--- src/rtl/accpu_pkg.sv ---
package accpu_pkg;

  localparam int DATA_W   = 8;
  localparam int INSTR_W  = 16;
  localparam int NREGS    = 4;
  localparam int SEL_W    = $clog2(NREGS);
  localparam int OPC_W    = 4;
  localparam int IMM_W    = 8;
  localparam int SEXT_W   = 6;
  localparam int SHAMT_W  = 3;

  localparam int OPC_LO   = INSTR_W - OPC_W;
  localparam int SEL_LO   = OPC_LO - SEL_W;
  localparam int RSV_LO   = IMM_W;

  typedef enum logic [OPC_W-1:0] {
    OP_SLT = 4'h0, OP_LDI = 4'h1, OP_ADD = 4'h2, OP_ADI = 4'h3,
    OP_STA = 4'h4, OP_SUB = 4'h5, OP_AND = 4'h6, OP_OR  = 4'h7,
    OP_XOR = 4'h8, OP_ANI = 4'h9, OP_NOT = 4'hA, OP_SLL = 4'hB,
    OP_SRL = 4'hC, OP_SLI = 4'hD, OP_SRI = 4'hE, OP_OUT = 4'hF
  } opcode_e;

  typedef enum logic [3:0] {
    FN_SLT, FN_PASSB, FN_ADD, FN_SUB, FN_AND,
    FN_OR, FN_XOR, FN_NOT, FN_SHL, FN_SHR
  } alu_fn_e;

  typedef struct packed {
    alu_fn_e fn;
    logic    use_imm;
    logic    acc_we;
    logic    rf_we;
    logic    port_we;
  } ctrl_t;

endpackage

--- src/rtl/accpu_decode.sv ---
module accpu_decode
  import accpu_pkg::*;
#(
  parameter int D_W = DATA_W
) (
  input  logic               valid,
  input  logic [OPC_W-1:0]   opc,
  input  logic [IMM_W-1:0]   imm_field,
  output ctrl_t              ctrl,
  output logic [D_W-1:0]     imm_opnd
);

  localparam int EXT_W = D_W - SEXT_W;

  logic [D_W-1:0] imm_sext;
  logic [D_W-1:0] imm_raw;
  logic           pick_sext;
  ctrl_t          raw_ctrl;

  assign imm_sext = {{EXT_W{imm_field[SEXT_W-1]}}, imm_field[SEXT_W-1:0]};
  assign imm_raw  = D_W'(imm_field);

  always_comb begin
    raw_ctrl  = '{fn: FN_PASSB, use_imm: 1'b0, acc_we: 1'b0,
                  rf_we: 1'b0, port_we: 1'b0};
    pick_sext = 1'b0;
    unique case (opcode_e'(opc))
      OP_SLT: begin raw_ctrl.fn = FN_SLT;   raw_ctrl.acc_we = 1'b1; end
      OP_LDI: begin
        raw_ctrl.fn = FN_PASSB; raw_ctrl.use_imm = 1'b1;
        raw_ctrl.acc_we = 1'b1; pick_sext = 1'b1;
      end
      OP_ADD: begin raw_ctrl.fn = FN_ADD;   raw_ctrl.acc_we = 1'b1; end
      OP_ADI: begin
        raw_ctrl.fn = FN_ADD; raw_ctrl.use_imm = 1'b1;
        raw_ctrl.acc_we = 1'b1; pick_sext = 1'b1;
      end
      OP_STA: begin raw_ctrl.rf_we = 1'b1; end
      OP_SUB: begin raw_ctrl.fn = FN_SUB;   raw_ctrl.acc_we = 1'b1; end
      OP_AND: begin raw_ctrl.fn = FN_AND;   raw_ctrl.acc_we = 1'b1; end
      OP_OR:  begin raw_ctrl.fn = FN_OR;    raw_ctrl.acc_we = 1'b1; end
      OP_XOR: begin raw_ctrl.fn = FN_XOR;   raw_ctrl.acc_we = 1'b1; end
      OP_ANI: begin
        raw_ctrl.fn = FN_AND; raw_ctrl.use_imm = 1'b1; raw_ctrl.acc_we = 1'b1;
      end
      OP_NOT: begin raw_ctrl.fn = FN_NOT;   raw_ctrl.acc_we = 1'b1; end
      OP_SLL: begin raw_ctrl.fn = FN_SHL;   raw_ctrl.acc_we = 1'b1; end
      OP_SRL: begin raw_ctrl.fn = FN_SHR;   raw_ctrl.acc_we = 1'b1; end
      OP_SLI: begin
        raw_ctrl.fn = FN_SHL; raw_ctrl.use_imm = 1'b1; raw_ctrl.acc_we = 1'b1;
      end
      OP_SRI: begin
        raw_ctrl.fn = FN_SHR; raw_ctrl.use_imm = 1'b1; raw_ctrl.acc_we = 1'b1;
      end
      OP_OUT: begin raw_ctrl.port_we = 1'b1; end
      default: ;
    endcase
  end

  // Write enables are qualified by the handshake here, so nothing downstream
  // needs to know about valid.
  always_comb begin
    ctrl         = raw_ctrl;
    ctrl.acc_we  = raw_ctrl.acc_we  & valid;
    ctrl.rf_we   = raw_ctrl.rf_we   & valid;
    ctrl.port_we = raw_ctrl.port_we & valid;
  end

  assign imm_opnd = pick_sext ? imm_sext : imm_raw;

endmodule

--- src/rtl/accpu_alu.sv ---
module accpu_alu
  import accpu_pkg::*;
#(
  parameter int D_W   = DATA_W,
  parameter int SH_W  = SHAMT_W
) (
  input  alu_fn_e          fn,
  input  logic [D_W-1:0]   a,
  input  logic [D_W-1:0]   b,
  output logic [D_W-1:0]   y
);

  logic [SH_W-1:0] shamt;
  logic            less;

  assign shamt = b[SH_W-1:0];
  assign less  = $signed(a) < $signed(b);

  always_comb begin
    unique case (fn)
      FN_SLT:   y = {{(D_W-1){1'b0}}, less};
      FN_PASSB: y = b;
      FN_ADD:   y = a + b;
      FN_SUB:   y = a - b;
      FN_AND:   y = a & b;
      FN_OR:    y = a | b;
      FN_XOR:   y = a ^ b;
      FN_NOT:   y = ~a;
      FN_SHL:   y = a << shamt;
      FN_SHR:   y = a >> shamt;
      default:  y = a;
    endcase
  end

endmodule

--- src/rtl/accpu_regfile.sv ---
module accpu_regfile
  import accpu_pkg::*;
#(
  parameter int D_W = DATA_W,
  parameter int N   = NREGS,
  localparam int A_W = $clog2(N)
) (
  input  logic            clk,
  input  logic            rst,
  input  logic            we,
  input  logic [A_W-1:0]  addr,
  input  logic [D_W-1:0]  wdata,
  output logic [D_W-1:0]  rdata
);

  logic [D_W-1:0] entry [N];

  // Entry 0 is a constant; only entries 1..N-1 hold state, so a write
  // addressed to entry 0 has nowhere to land.
  for (genvar i = 0; i < N; i++) begin : g_entry
    if (i == 0) begin : g_zero
      assign entry[i] = '0;
    end else begin : g_store
      logic [D_W-1:0] q;
      always_ff @(posedge clk) begin
        if (rst)
          q <= '0;
        else if (we && addr == A_W'(i))
          q <= wdata;
      end
      assign entry[i] = q;
    end
  end

  assign rdata = entry[addr];

endmodule

--- src/rtl/accpu_top.sv ---
module accpu_top
  import accpu_pkg::*;
(
  input  logic                clk,
  input  logic                rst,
  input  logic                instr_valid,
  input  logic [INSTR_W-1:0]  instr,
  output logic                instr_ready,
  output logic [DATA_W-1:0]   out_data
);

  logic [OPC_W-1:0]  opc;
  logic [SEL_W-1:0]  sel;
  logic [IMM_W-1:0]  imm_field;
  logic              unused_rsvd;

  ctrl_t             ctrl;
  logic [DATA_W-1:0] imm_opnd;
  logic [DATA_W-1:0] rs_data;
  logic [DATA_W-1:0] alu_b;
  logic [DATA_W-1:0] alu_y;
  logic [DATA_W-1:0] acc_q;
  logic [DATA_W-1:0] port_q;
  logic              take;

  assign opc         = instr[INSTR_W-1:OPC_LO];
  assign sel         = instr[OPC_LO-1:SEL_LO];
  assign imm_field   = instr[IMM_W-1:0];
  assign unused_rsvd = ^instr[SEL_LO-1:RSV_LO];

  assign instr_ready = ~rst;
  assign take        = instr_valid & instr_ready;

  accpu_decode #(.D_W(DATA_W)) u_decode (
    .valid     (take),
    .opc       (opc),
    .imm_field (imm_field),
    .ctrl      (ctrl),
    .imm_opnd  (imm_opnd)
  );

  accpu_regfile #(.D_W(DATA_W), .N(NREGS)) u_regs (
    .clk   (clk),
    .rst   (rst),
    .we    (ctrl.rf_we),
    .addr  (sel),
    .wdata (acc_q),
    .rdata (rs_data)
  );

  assign alu_b = ctrl.use_imm ? imm_opnd : rs_data;

  accpu_alu #(.D_W(DATA_W), .SH_W(SHAMT_W)) u_alu (
    .fn (ctrl.fn),
    .a  (acc_q),
    .b  (alu_b),
    .y  (alu_y)
  );

  always_ff @(posedge clk) begin
    if (rst) begin
      acc_q  <= '0;
      port_q <= '0;
    end else begin
      if (ctrl.acc_we)  acc_q  <= alu_y;
      if (ctrl.port_we) port_q <= acc_q;
    end
  end

  assign out_data = port_q;

endmodule

--- config.mk ---
export PLATFORM = sky130hd
export DESIGN_NAME = accpu_top
export DESIGN_NICKNAME = d
export VERILOG_FILES = /design/src/rtl/accpu_pkg.sv /design/src/rtl/accpu_decode.sv /design/src/rtl/accpu_alu.sv /design/src/rtl/accpu_regfile.sv /design/src/rtl/accpu_top.sv
export SDC_FILE = /design/constraint.sdc
export NUM_CORES = 1
export LEC_CHECK = 0
export ABC_CLOCK_PERIOD_IN_PS = 3420
export BUFFER_PORTS_ARGS = -buffer_cell sky130_fd_sc_hd__buf_2
export CAP_MARGIN = 10
export CORE_MARGIN = 1
export CORE_UTILIZATION = 55
export DETAILED_ROUTE_END_ITERATION = 12
export PLACE_DENSITY = 0.78
export SYNTH_ARGS = -nofsm -noshare
export SYNTH_HDL_FRONTEND = slang
export SYNTH_SLANG_ARGS = --single-unit
--- constraint.sdc ---
create_clock -name clk -period 3.42 [get_ports clk]
set_input_delay 0.513 -clock clk [delete_from_list [all_inputs] [get_ports clk]]
set_output_delay 0.513 -clock clk [all_outputs]
set_load 0.01 [all_outputs]
==> impl_metrics.toml, run 1 <==
[clocking]
cts_buffers = 5
clock-sinks = 40
worstSkewPairLatency_ns = 0.29
hold_buffers = 0
root_buffer = "clkbuf_8"
h-tree-depth = 2
clock_path_buffers = 2
cts_tree = "done"
clk_pin_slew_worst_paths_ns = 0.08

[run_status]
outcome = "finished, final reports clean"

[critical_path]
reg2regPathDepth = 11
cp.arrival_ns = 3.48
crit_fanout = 7
critPathCaptureType = "flop"
start_kind = "input pin"
required_ns = 3.64
crit_type = "input pin to flop"

[power_and_ir_drop]
p_per_area_nw_per_um2 = 292.5
total_leakage_power_nw = 1.628
ir_drop_v = 0.0003044

[timing]
clock_skew_ns = 0.008669
tightest_slew_ns = 0.8132
min_period_ns = 3.262
rsz0062_at_grt = "false"
timing.final.crit_share_pct = 95.39
slew_headroom_pct = 45.58
setup_viol = 0
hold_viol = 0
drv_slew = 0
fmax_mhz = 306.5
setup_ws_ns = 0.1578

[job]
cap_viol_max_count = 0

[floorplanning]
num_rows = 28
fp.dieArea_sq_um = 6815
die_x_um = 82.55
die_y_um = 82.55
pin_count = 28
start_util_pct = 58.54
placeableCoreArea_sq_um = 6096

[finish]
drive_gt1_share_pct = 18.01
layout_common_cells = "nor2_1 (67), a21oi_1 (51), nand2_1 (49)"
final_area_sq_um = 4019
final_common_cell = "nor2_1"
antenna_cells = 0
final_nets = 565
area_growth_pct = 12.62

[yosys]
yosysTopAreaCell = "dfxtp_1"
seq_area_frac_synth_pct = 22.44
ys_ff_latch = 40
synthFlopType = "dfxtp_1"
synthCells = 487
synthArstFlopShare_pct = 0
syn-mean-instance-area_sq_um = 7.327
yosysWarnings = 0
synthesis.nets = 530
ys_types = 69
synth_edf_count = 0
synth_top_area_share_pct = 22.44
synthTopCellsByArea = "dfxtp_1 (22%), ha_1 (8.1%), a21oi_1 (7.2%), nor2_1 (7.0%), nand2_1 (5.2%)"
synth_area_sq_um = 3568

[detailed_routing]
vias = 3882
drtIter0Drc = 458
ant_nets = 0
routed_wl_um = 10820
first_pass_iters = 7
drc = 0
via_per_inst = 6.503
post_drt_wl_per_cell_um = 18.12

[placement]
place_congestion = 1.025
placed_cell_area_sq_um = 3936
dpl_worst_slack_ns = -0.03578
portBuffers = 25
dp_hpwl_um = 8291

[global_route]
grt_pass1_wl_um = 17280
grt_overflow = 0
grt_pass1_vias = 3538
track_usage_pct = 33.62
grt_antenna_before_repair = 0
grt_max_degree = 28

[worst_hold_path]
hp-class = "flop to flop"
worst_hold_path.num_cells = 2
[final cells by class]
| class | count | area [sq um] |
|---|---|---|
| fillers | 556 | 2077 |
| inverters | 22 | 82.58 |
| well taps | 75 | 93.84 |
| multi-input cells | 388 | 2539 |
| repair buffers | 65 | 425.4 |
| clock inverters | 1 | 5.005 |
| flip-flops and latches | 40 | 800.8 |
| clock buffers | 6 | 72.57 |
[metrics by stage]
| step | utilization, % | instances | power (mW) | hold slack (ns) | setup TNS [ns] |
|---|---|---|---|---|---|
| after floorplan | - | 487 | 0.7477 | 0.4489 | 0 |
| after global placement | 64.57 | 590 | 0.8703 | 0.4427 | -0.0002336 |
| after detailed placement | 64.57 | 590 | 0.8769 | 0.4496 | -0.08203 |
| after CTS | 65.85 | 597 | 1.170 | 0.4599 | 0 |
| after global routing | 65.93 | 597 | 1.228 | 0.4823 | 0 |
| final | 65.93 | 597 | 1.176 | 0.4545 | 0 |
[cell usage after synthesis, drive strengths merged (2+ instances only)]
cell type and instances:
nand3 7, nor2b 7, or3 2, nand4 5, a222oi 4, a2111oi 2
o211ai 5, nor3 8, buf 10, a221oi 6, a41o 2, a211o 3
o2111ai 2, o22ai 7, a221o 3, and3 5, a211oi 3, nor2 67
a21o 4, o221ai 2, nand3b 2, a21oi 51, o21ai 28, mux2 11
or2 2, clkbuf 27, xnor2 5, inv 21, o311ai 2, a22oi 6
ha 23, o31ai 4, mux2i 15, nand2b 8, and2 2, a32oi 2
a22o 5, xor2 3, nor3b 2, o211a 2, dfxtp 40, nand2 49
a31oi 5
[registers in the layout, indices dropped and copies added, names as in the netlist]
register / flops
u_regs.g_entry.g_store.q: 24
acc_q: 8
out_data: 8
[report_power, final]
group,switching (mW),leakage [nW],internal (mW),total [mW]
Combinational,0.228,1.26,0.165,0.393
Sequential,0.0188,0.323,0.471,0.490
Clock,0.154,0.0410,0.139,0.293
Total,0.401,1.63,0.775,1.18
[timing repair]
action,in CTS,in global routing
resized for setup,0,2
endpoints found under the setup margin,0,2
setup buffers,0,0
[path summary, 6_finish.rpt]
| check | start | end | slack [ns] |
|---|---|---|---|
| max | instr[15] | acc_q[6] | 0.16 |
| min | out_data[6] | out_data[6] | 0.45 |
| max reg2reg | u_regs.g_entry[3].g_store.q[0] | acc_q[6] | 0.42 |
| min reg2reg | out_data[6] | out_data[6] | 0.45 |
[logic make-up (layout without fill, tap and decap cells)]
family,count (synthesis),count (layout),synth area share (%)
adders and majority gates,24,24,8.626
xor gates and xnor gates,8,8,1.964
AOI/OAI and AO/OA,159,159,29.87
muxes,26,26,8.590
and+or+nand+nor,171,171,21.74
buffers and inverters,59,94,6.767
DFF,40,40,22.44
[routing by layer]
layer	part of all wire [%]	global-route usage [%]
met1	43	43.72
met5	0	0
met4	4.1	13.28
met2	44	54.88
met3	9.3	6.044
[worst max-delay path, stage by stage]
cell and delay, ns:
buf_2 0.13, nor3b_1 0.36, a211o_4 0.24, mux2_4 0.35, ha_2 0.21, fa_2 0.38, a211oi_1 0.47, nor2_1 0.13
o31a_1 0.30, o221ai_1 0.20, a21oi_1 0.07, a21oi_1 0.13
(Power assumes the default switching activity.)
==> run 2: changes to the inputs <==
ABC_CLOCK_PERIOD_IN_PS = 4200   (was 3420)
PLACE_DENSITY = 0.75   (was 0.78)
clock period = 4.2 ns   (was 3.42 ns; I/O delays follow)
==> run 2 against run 1 <==
Against the previous run: flip-flop and latch count is the same; non-clock buffer count down 30; combinational power decreased by 28%; final area fell by 4.6%; worst setup slack better by 0.29 ns; critical path type unchanged; largest power group unchanged.
==> impl_metrics.toml, run 2 (synthesis gave the netlist of run 1 again) <==
[global_route]
grt_pass1_wl_um = 17530
track_usage_pct = 34.17
grt_antenna_before_repair = 0
grt_pass1_vias = 3448
grt_overflow = 0
grt_max_degree = 28

[timing]
drv_slew = 0
hold_ws_ns = 0.4595
min_period_ns = 3.749
setup_viol = 0
hold_viol = 0
slew_headroom_pct = 33.10
fmax_mhz = 266.7
timing.final.crit_share_pct = 89.27
tightest_slew_ns = 0.9998
clock_skew_ns = 0.01566
rsz0062_at_grt = "false"
tns_ns = 0

[power_and_ir_drop]
total_leakage_power_nw = 1.504
switching_share_pct = 32.01
pwr-share-comb_pct = 26.7
p_per_area_nw_per_um2 = 277.7
ir_drop_v = 0.0002046
p_switching_mw = 0.3407
seqPwrFrac_pct = 37.6
clkPwrFrac_pct = 35.8
p_int_mw = 0.7235

[critical_path]
start_kind = "input pin"
critPathCaptureType = "flop"
crit_fanout = 11
critPathSlowestCell = "nor2b_1"
crit_type = "input pin to flop"
cpPeakStageDelay_ns = 0.63
required_ns = 4.42
cp_top_family = "compound AO/OA/AOI/OAI gates"
cp.arrival_ns = 3.97
crit_chain = "buf_2 > nor2b_1 > a22oi_1 > o21ai_0 > inv_1 > ha_1 > o21ai_0 > or4_1 > o31a_1 > o221ai_1 > a21oi_1 > a21oi_1"
path_buf_inv = 2

[clocking]
cts_resized = 0
clock_path_buffers = 2
worstSkewPairLatency_ns = 0.30
clock-sinks = 40
h-tree-depth = 2
cts_buffers = 5
root_buffer = "clkbuf_8"
cts_setup_buffers = 0
hold_buffers = 0
cts_tree = "done"
clk_pin_slew_worst_paths_ns = 0.09

[finish]
area_growth_pct = 7.398
layout_common_cells = "nor2_1 (67), a21oi_1 (51), nand2_1 (49)"
antenna_cells = 0
multi_input_area_sq_um = 2526
seq_area_sq_um = 800.8
final_area_sq_um = 3832
largest_register = "u_regs.g_entry.g_store.q"
fin_util_pct = 62.87
drive_gt1_share_pct = 12.20
final_nets = 535
n_fill_cell = 572
final_common_cell = "nor2_1"
largest_reg_flops = 24

[floorplanning]
num_rows = 28
die_y_um = 82.55
start_util_pct = 58.54
die_x_um = 82.55
fp.dieArea_sq_um = 6815
placeableCoreArea_sq_um = 6096
pin_count = 28

[placement]
portBuffers = 25
placed_cell_area_sq_um = 3704
place_congestion = 0.9887
dp_hpwl_um = 8061

[detailed_routing]
drtIter0Drc = 380
vias = 3823
drc = 0
via_per_inst = 6.743
post_drt_wl_per_cell_um = 19.41
ant_nets = 0
routed_wl_um = 11000
first_pass_iters = 5

[job]
cap_viol_max_count = 0

[run_status]
outcome = "finished, final reports clean"

[worst_hold_path]
hp-class = "flop to flop"
## run 2: changes by cell type in the layout (fill, tap and decap cells not counted), sizes merged
cell,delta
clkinv,-1
buf,-30
bufinv,+2
clkbuf,-1
## run 2: worst paths after layout
| check | endpoint | slack [ns] | depth (start not counted) | from |
|---|---|---|---|---|
| max | acc_q[6] | 0.45 | 12 | instr[11] |
| max reg2reg | acc_q[2] | 1.14 | 10 | u_regs.g_entry[3].g_store.q[0] |
| min reg2reg | out_data[4] | 0.46 | 2 | out_data[4] |
| min | out_data[4] | 0.46 | 2 | out_data[4] |
## run 2: area by class of cell
type                    instances  area share [%]
clock buffers                   5           1.796
clock inverters                 2           1.567
inverters                      22           2.155
multi-input cells             388           65.92
flip-flops and latches         40           20.89
well taps                      75           2.449
repair buffers                 35           5.224
## run 2: power by group through the flow
stage / Combinational, mW / Sequential (mW) / Clock, mW
2_1_floorplan: 0.210 / 0.397 / 0
3_3_place_gp: 0.267 / 0.408 / 0
3_5_place_dp: 0.271 / 0.408 / 0
4_1_cts: 0.274 / 0.399 / 0.384
5_1_grt: 0.306 / 0.401 / 0.400
6_report: 0.284 / 0.400 / 0.380
## run 2: worst register-to-register path, cell delays in order, from the launching register on
cell,delay [ns]
dfxtp_1,0.32
mux2_2,0.26
a22o_1,0.17
mux2_4,0.35
ha_1,0.27
fa_1,0.47
a22o_1,0.22
a221oi_1,0.28
o211ai_1,0.14
a211o_1,0.29
a22o_1,0.19
## run 2: layer usage
| layer | global-route usage (%) | vias to the layer above | routed length [um] |
|---|---|---|---|
| li1 | - | 1777 | - |
| met1 | 45.27 | 1779 | 4705 |
| met2 | 53.39 | 226 | 4892 |
| met3 | 6.044 | 41 | 1024 |
| met4 | 16.38 | 0 | 380 |
| met5 | 0 | - | 0 |
## run 2: stage by stage
| stage | setup slack (ns) | std cells | total power, mW |
|---|---|---|---|
| after floorplan | 0.4714 | 487 | 0.6075 |
| after CTS | 0.5605 | 567 | 1.057 |
| final | 0.4505 | 567 | 1.064 |
| after detailed placement | 0.2573 | 560 | 0.6789 |
| after global routing | 0.2032 | 567 | 1.107 |
| after global placement | 0.2843 | 560 | 0.6751 |
